## src/rtl/rx_irq_coalesce.sv

```systemverilog
module rx_irq_coalesce #(
  parameter int W = 16
) (
  input  logic         clk,
  input  logic         rst,
  input  logic         frame_valid,
  input  logic [W-1:0] frame_len,
  input  logic [W-1:0] timer_reload,
  input  logic [W-1:0] bundle_max,
  input  logic [W-1:0] small_mask,
  input  logic         irq_ack,
  output logic         irq_pulse,
  output logic         irq_flag,
  output logic [W-1:0] pending_cnt
);
  localparam logic [W-1:0] NO_LIMIT = '1;

  logic [W-1:0] tmr;
  logic [W-1:0] cnt_inc;
  logic [W:0]   cnt_next_wide;
  logic         small_hit, big_hit, active, expire, at_limit, close_b, fire;

  assign small_hit     = frame_valid && ((frame_len & small_mask) == '0);
  assign big_hit       = frame_valid && !small_hit;
  assign active        = pending_cnt != '0;
  assign expire        = active && (tmr == '0);
  assign cnt_next_wide = {1'b0, pending_cnt} + 1'b1;
  assign cnt_inc       = (pending_cnt == NO_LIMIT) ? pending_cnt : cnt_next_wide[W-1:0];
  assign at_limit      = big_hit && (bundle_max != NO_LIMIT) &&
                         (cnt_next_wide >= {1'b0, bundle_max});
  assign close_b       = expire || at_limit;
  assign fire          = close_b || small_hit;

  always_ff @(posedge clk) begin
    if (rst) begin
      pending_cnt <= '0;
      tmr         <= '0;
      irq_pulse   <= 1'b0;
      irq_flag    <= 1'b0;
    end else begin
      irq_pulse <= fire;
      irq_flag  <= fire || (irq_flag && !irq_ack);
      if (close_b) begin
        pending_cnt <= '0;
        tmr         <= '0;
      end else if (big_hit) begin
        pending_cnt <= cnt_inc;
        tmr         <= active ? tmr - 1'b1 : timer_reload;
      end else if (active) begin
        tmr <= tmr - 1'b1;
      end
    end
  end
endmodule

```

## config.mk

```make
export PLATFORM = sky130hd
export DESIGN_NAME = rx_irq_coalesce
export DESIGN_NICKNAME = d
export VERILOG_FILES = /design/src/rtl/rx_irq_coalesce.sv
export SDC_FILE = /design/constraint.sdc
export NUM_CORES = 1
export LEC_CHECK = 0
export ABC_AREA = 1
export BUFFER_PORTS_ARGS = -buffer_cell sky130_fd_sc_hd__buf_4
export CAP_MARGIN = 20
export CORE_UTILIZATION = 35
export DETAILED_ROUTE_END_ITERATION = 7
export GPL_ROUTABILITY_DRIVEN = 0
export PLACE_DENSITY = 0.7
export SLEW_MARGIN = 20
export SYNTH_ARGS = -nofsm -noshare
export SYNTH_HDL_FRONTEND = slang
export SYNTH_SLANG_ARGS = --single-unit
```

## constraint.sdc

```tcl
create_clock -name clk -period 3.8 [get_ports clk]
set_input_delay 0.76 -clock clk [delete_from_list [all_inputs] [get_ports clk]]
set_output_delay 0.76 -clock clk [all_outputs]
set_load 0.03 [all_outputs]
```

# ---- Yosys cells after proc, flatten, opt, wreduce, memory -nomap -nowiden
# Cells that the tools add are included.
dict set report classes {
  muxes 3
  div 0
  n_mul 0
  n_bitwise 2
  n_eq_ne 2
  n_lt_le_gt_ge 1
  reduce_logical 17
  n_shift 0
  addsub 2
}
# operator count
set op_table {}
lappend op_table {{16-bit 2-to-1 mux} 3}
lappend op_table {{16-bit logical NOT} 2}
lappend op_table {{16-bit by 1-bit adder with 17-bit output (second input constant)} 1}
lappend op_table {{17-bit by 16-bit greater-or-equal comparator with 1-bit output} 1}
lappend op_table {{16-bit AND} 1}
lappend op_table {{16-bit == test (second input constant)} 1}
lappend op_table {{16-bit != test (second input constant)} 1}
lappend op_table {{16-bit nonzero test} 1}
lappend op_table {{16-bit by 1-bit subtractor with 16-bit output (second input constant)} 1}
lappend op_table {{1-bit logical AND} 6}
lappend op_table {{1-bit logical OR} 3}
lappend op_table {{1-bit logical NOT} 2}
lappend op_table {{2-bit AND reduction} 1}
lappend op_table {{2-bit nonzero test} 1}
lappend op_table {{2-bit OR reduction} 1}
lappend op_table {{1-bit NOT} 1}
dict set report word_totals {
  mem_bits_rw 0
  regBits 34
  latchBits 0
  out_inout_bits 18
  rom_bits 0
  mem_count 0
}

# ---- Logic depth before layout (Yosys ltp)
dict set report logic_depth {
  ltp_word 10
  mapped_depth 21
  depth_no_buf 21
}

# ---- Least setup slack after synthesis
# Ideal clock, no wire load.
dict set report synth_path {
  path_kind {register to register}
  start {register pending_cnt[0]}
  end {register pending_cnt[15]}
  setup_slack_ns 1.150
  period_less_slack_ns 2.650
  arrival_time_ns 2.531
  stages_incl_launch_ff 18
  setup_time_ns 0.119
  cell_sequence {dfxtp_1 ha_1 nand3_2 nor3_4 nand3_1 xor2_1 inv_1 ha_1 nand4_1 nor2_1 nand3_1 nand3_1 nor2_1 nand2_1 nand2_2 nand3_4 buf_6 nor2_2}
}
dict set report synth_via {
  elab_chain_cells 5
  word_cells_on_any_way 10
}
# item line
set synth_lines {}
lappend synth_lines {{from (decl)} 14} ;# output logic [W-1:0] pending_cnt
lappend synth_lines {{from (signal assigned)} 47} ;# pending_cnt <= cnt_inc;
lappend synth_lines {{16-bit by 1-bit adder with 17-bit output} 27} ;# assign cnt_next_wide = {1'b0, pending_cnt} + 1'b1;
lappend synth_lines {{net cnt_next_wide[12]} 20} ;# logic [W:0] cnt_next_wide;
lappend synth_lines {{17-bit by 16-bit greater-or-equal comparator with 1-bit output} 30} ;# (cnt_next_wide >= {1'b0, bundle_max});
lappend synth_lines {{1-bit logical AND} 29} ;# assign at_limit = big_hit && (bundle_max != NO_LIMIT) &&
lappend synth_lines {{1-bit logical OR} 31} ;# assign close_b = expire || at_limit;
lappend synth_lines {{2-bit OR reduction (no source line)} n/a}
# The timed path passes the listed nets, and every way through them passes these cells.
# A chain may end at the register's enable or synchronous reset.

# ---- Final worst setup path
dict set report layout_path {
  start {register pending_cnt[0]}
  end {register tmr[14]}
}
dict set report layout_via {
  elab_chain_cells 5
  word_cells_on_any_way 10
}
# item line
set layout_lines {}
lappend layout_lines {{16-bit by 1-bit adder with 17-bit output} 27}
lappend layout_lines {{net cnt_next_wide[12]} 20}
lappend layout_lines {{17-bit by 16-bit greater-or-equal comparator with 1-bit output} 30}
lappend layout_lines {{1-bit logical AND} 29}
lappend layout_lines {{1-bit logical OR} 31}
lappend layout_lines {{2-bit OR reduction (no source line)} n/a}
lappend layout_lines {{to (signal assigned)} 48} ;# tmr <= active ? tmr - 1'b1 : timer_reload;
lappend layout_lines {{to (signal assigned)} 50} ;# tmr <= tmr - 1'b1;
lappend layout_lines {{to (decl)} 18} ;# logic [W-1:0] tmr;
# The timed path passes the listed nets, and every way through them passes these cells.

==> implementation parameters <==
Parameter                              Value

Global routing
  Maximum number of pins on one net before global-route repair ... 33
  Antenna violations before repair ... 0
  Wire length of the first global-routing pass ... 12340 um
  Via count of the first global-routing pass ... 2852
  Total Routing Usage GR ... 0.1790
  GRT Residual Overflow ... 0

STA
  Shortest period the worst path allows ... 3023 ps
  Endpoints failing setup ... 0
  Transition time at the pin with the least slew margin ... about 520 ps
  RSZ-0062 raised after global routing ... no
  Max Freq ... 330.8 MHz
  Worst Setup Slack, final ... 777.0 ps
  Final sum of negative setup slack ... 0 ps
  Final Hold Violating Endpoints ... 0
  Max Slew Vio Count ... 0
  Tightest slew margin relative to the limit ... 0.6540
  WHS ... 486.4 ps
  Final Skew ... roughly 5.2 ps
  Period Utilization, post-route ... 0.7955

CTS
  Sink Count ... 34
  Clock transition at the register clock pins on the worst setup and hold paths after CTS ... about 70 ps
  H-tree level count ... 2
  Hold bufs inserted after CTS ... 0
  # resized after CTS ... 0
  CTS tree ... yes
  Number of post-CTS setup repair buffers ... 0
  TritonCTS buffer count ... 5
  Root Buffer Master ... clkbuf_8
  Buffer depth of the longest clock path ... 2
  Clock latency reported for the late side of the worst-skew pair ... 290 ps

Synth
  Synthesized area per cell ... 6.187 sq um
  Synth Area in Compound Gates ... 0.1004
  Sequential share of the synthesized area ... 0.2429
  Synthesized-area fraction occupied by xor and xnor cells ... 0.05625
  Yosys top cell area share ... 0.2429
  Number of distinct library cell variants in the gate-level netlist after synthesis ... 29
  Synthesized area ... 0.002803 sq mm
  Area fraction in and, or, nand and nor cells after synthesis ... 0.3746
  Most area-hungry cell type in the Yosys netlist ... dfxtp_1
  Number of synthesized register bits ... 34
  Fraction of the mapped netlist area in adder cells ... 0.08482
  Total nets after synthesis ... between 500 and 600
  Synthesized instance count ... ~450
  Largest cells by area after synthesis ... dfxtp_1, nand2_1, inv_1
  Mux share of post-synthesis cell area ... 0
  Number of warnings reported in the yosys synthesis log ... 0
  Largest family of logic cells by synthesized area ... simple AND/OR/NAND/NOR gates

Worst setup path
  Data required, critical path ... about 4000 ps
  Kind of start point of the critical path ... flip-flop
  Worst setup path startpoint ... pending_cnt[0]$_SDFFE_PP0P_
  Launch point of the worst reg-to-reg path ... pending_cnt[0]$_SDFFE_PP0P_
  Arrival @ worst endpoint ... 3240 ps
  Cells on worst reg2reg path ... 15
  Setup slack on the worst flop-to-flop path ... 780 ps
  Destination of the worst register-to-register timing path ... tmr[14]$_SDFFE_PP0P_
  Worst setup path endpoint ... tmr[14]$_SDFFE_PP0P_
  Setup crit end kind ... flip-flop
  WS Path Type ... reg -> reg
  Critical Path Fanout Max ... 32

Floorplan
  Starting density of the core ... 0.3627
  Number of I/O pins ... 86
  Area of the core ... 0.007727 sq mm
  Chip width ... slightly above 90 um
  Standard-cell rows ... 32
  Die outline height ... 91.49 um
  Die Footprint ... between 0.008 and 0.009 sq mm

Route
  Final routed DRC violation total ... 0
  Detail-routed via count per cell ... 4.707
  Top Metal Used ... met4
  Number of iterations in the first detailed-routing pass ... 5
  Detailed route wirelength on metal2 ... 3475 um
  Antenna violation net count after detailed routing ... 0
  Detailed Route WL ... approximately 7300 um
  Vias after detailed routing ... 3008
  Met3 Wirelength ... 374 um
  Iteration-0 DRC count of the detailed router ... 151
  Met1 routed wirelength after detailed routing ... 3441 um
  Routed length per placed instance ... 11.50 um

Layout
  Antenna Diode Count ... 0
  Number of nets in the layout ... 623
  Share of layout cells above drive strength 1 ... 0.2067
  Post-Route Utilization ... 0.4662
  Number of inserted filler cells in the final layout ... 806
  P&R area growth vs syn ... 28.53%

Min path
  Worst min path class ... reg -> reg
  Instance count along the most critical hold path ... 2

Placed design
  Worst-case setup slack after placement ... 803.8 ps
  Final HPWL from detailed placement ... between 5000 and 6000 um
  Number of buffers inserted by port buffering ... 85

Run
  Max-cap violations ... 0

Run status
  Result of the run ... complete, no violations

Pwr
  Max VDD drop ... 0.2299 mV
  Leakage power ... 1.900 nW
  Power after layout ... 1.410 mW
  Power density normalized to cell area ... 391.5 mW/mm^2
## critical path, stage by stage, from the launching register on
cell,delay [ps]
dfxtp_1,430
ha_1,230
nand3_2,140
nor3_4,290
nand3_1,130
xor2_1,230
inv_1,70
ha_1,320
a21oi_1,170
o21a_1,140
nand2_1,50
nand2_1,50
nand2_1,50
nand2_2,80
nand3_4,350
nor2_1,200
## power by group
part / internal, mW / total (mW) / switching, mW
Clock: 0.146 / 0.281 / 0.135
Sequential: 0.420 / 0.469 / 0.0491
Combinational: 0.261 / 0.660 / 0.399
Total: 0.827 / 1.41 / 0.583
## kinds of logic (layout without fill, tap and decap cells)
family          count (synthesis)  after routing
buf+inv                        97            181
simple gates                  232            232
xor+xnor                       18             18
flops                          34             34
compound gates                 53             53
fa+ha+maj                      19             19
## worst min path at each step
stage | endpoint | slack (ps) | from
6_report | irq_flag$_SDFF_PP0_ | 490 | irq_flag$_SDFF_PP0_
5_1_grt | irq_flag$_SDFF_PP0_ | 530 | irq_flag$_SDFF_PP0_
4_1_cts | irq_flag$_SDFF_PP0_ | 490 | irq_flag$_SDFF_PP0_
3_5_place_dp | irq_flag$_SDFF_PP0_ | 480 | irq_flag$_SDFF_PP0_
3_3_place_gp | irq_flag$_SDFF_PP0_ | 470 | irq_flag$_SDFF_PP0_
2_1_floorplan | tmr[13]$_SDFFE_PP0P_ | 510 | tmr[13]$_SDFFE_PP0P_
## layer usage
metal / global-route usage / vias up
met5: 0 / -
met4: 0.05556 / 0
met3: 0.02848 / 6
met2: 0.3064 / 83
met1: 0.2288 / 1331
li1: - / 1588
## sequential cells by signal (all words and copies together) (netlist names)
register	count
tmr	16
irq_pulse	1
pending_cnt	16
irq_flag	1
## through the flow
| stage | cell area, sq um | instances |
|---|---|---|
| final | 3602 | 639 |
| after floorplan | 2803 | 453 |
| after global placement | 3507 | 631 |
| after detailed placement | 3507 | 631 |
| after CTS | 3602 | 639 |
| after global routing | 3602 | 639 |
## Yosys cell counts
cell type	number
o211a_1	1
nand3b_1	2
nand3_2	2
xnor2_1	1
buf_6	3
o21a_1	1
inv_1	87
nand2_1	102
o211ai_1	1
nor2_1	57
dfxtp_1	34
nor3_4	1
nand2_2	2
nor4_1	4
o21ai_0	26
nor3b_1	1
nand3_4	1
a21o_1	1
buf_2	7
ha_1	19
nor2_4	1
nand4_1	16
o22ai_1	1
a21oi_1	21
nor3_1	7
nor2_2	10
nand3_1	26
o31ai_1	1
xor2_1	17
## layout make-up
type                       instances  area, sq um  area share
clock buffer                       6        82.58     0.02292
clock inverter                     2        12.51    0.003473
inverter                          87        326.6     0.09066
multi-input combinational        322         1727      0.4793
sequential                        34        680.7      0.1890
tap                              102        127.6     0.03543
timing repair buffer              86        645.6      0.1792
## placed cells by master (no fill, tap or decap), drive strengths merged, types with 8 or more instances in the layout
cell     n
a21oi   21
buf     86
dfxtp   34
ha      19
inv     87
nand2  104
nand3   29
nand4   16
nor2    68
nor3     8
o21ai   26
xor2    17
No activity file was read; power rests on OpenSTA's default activity.
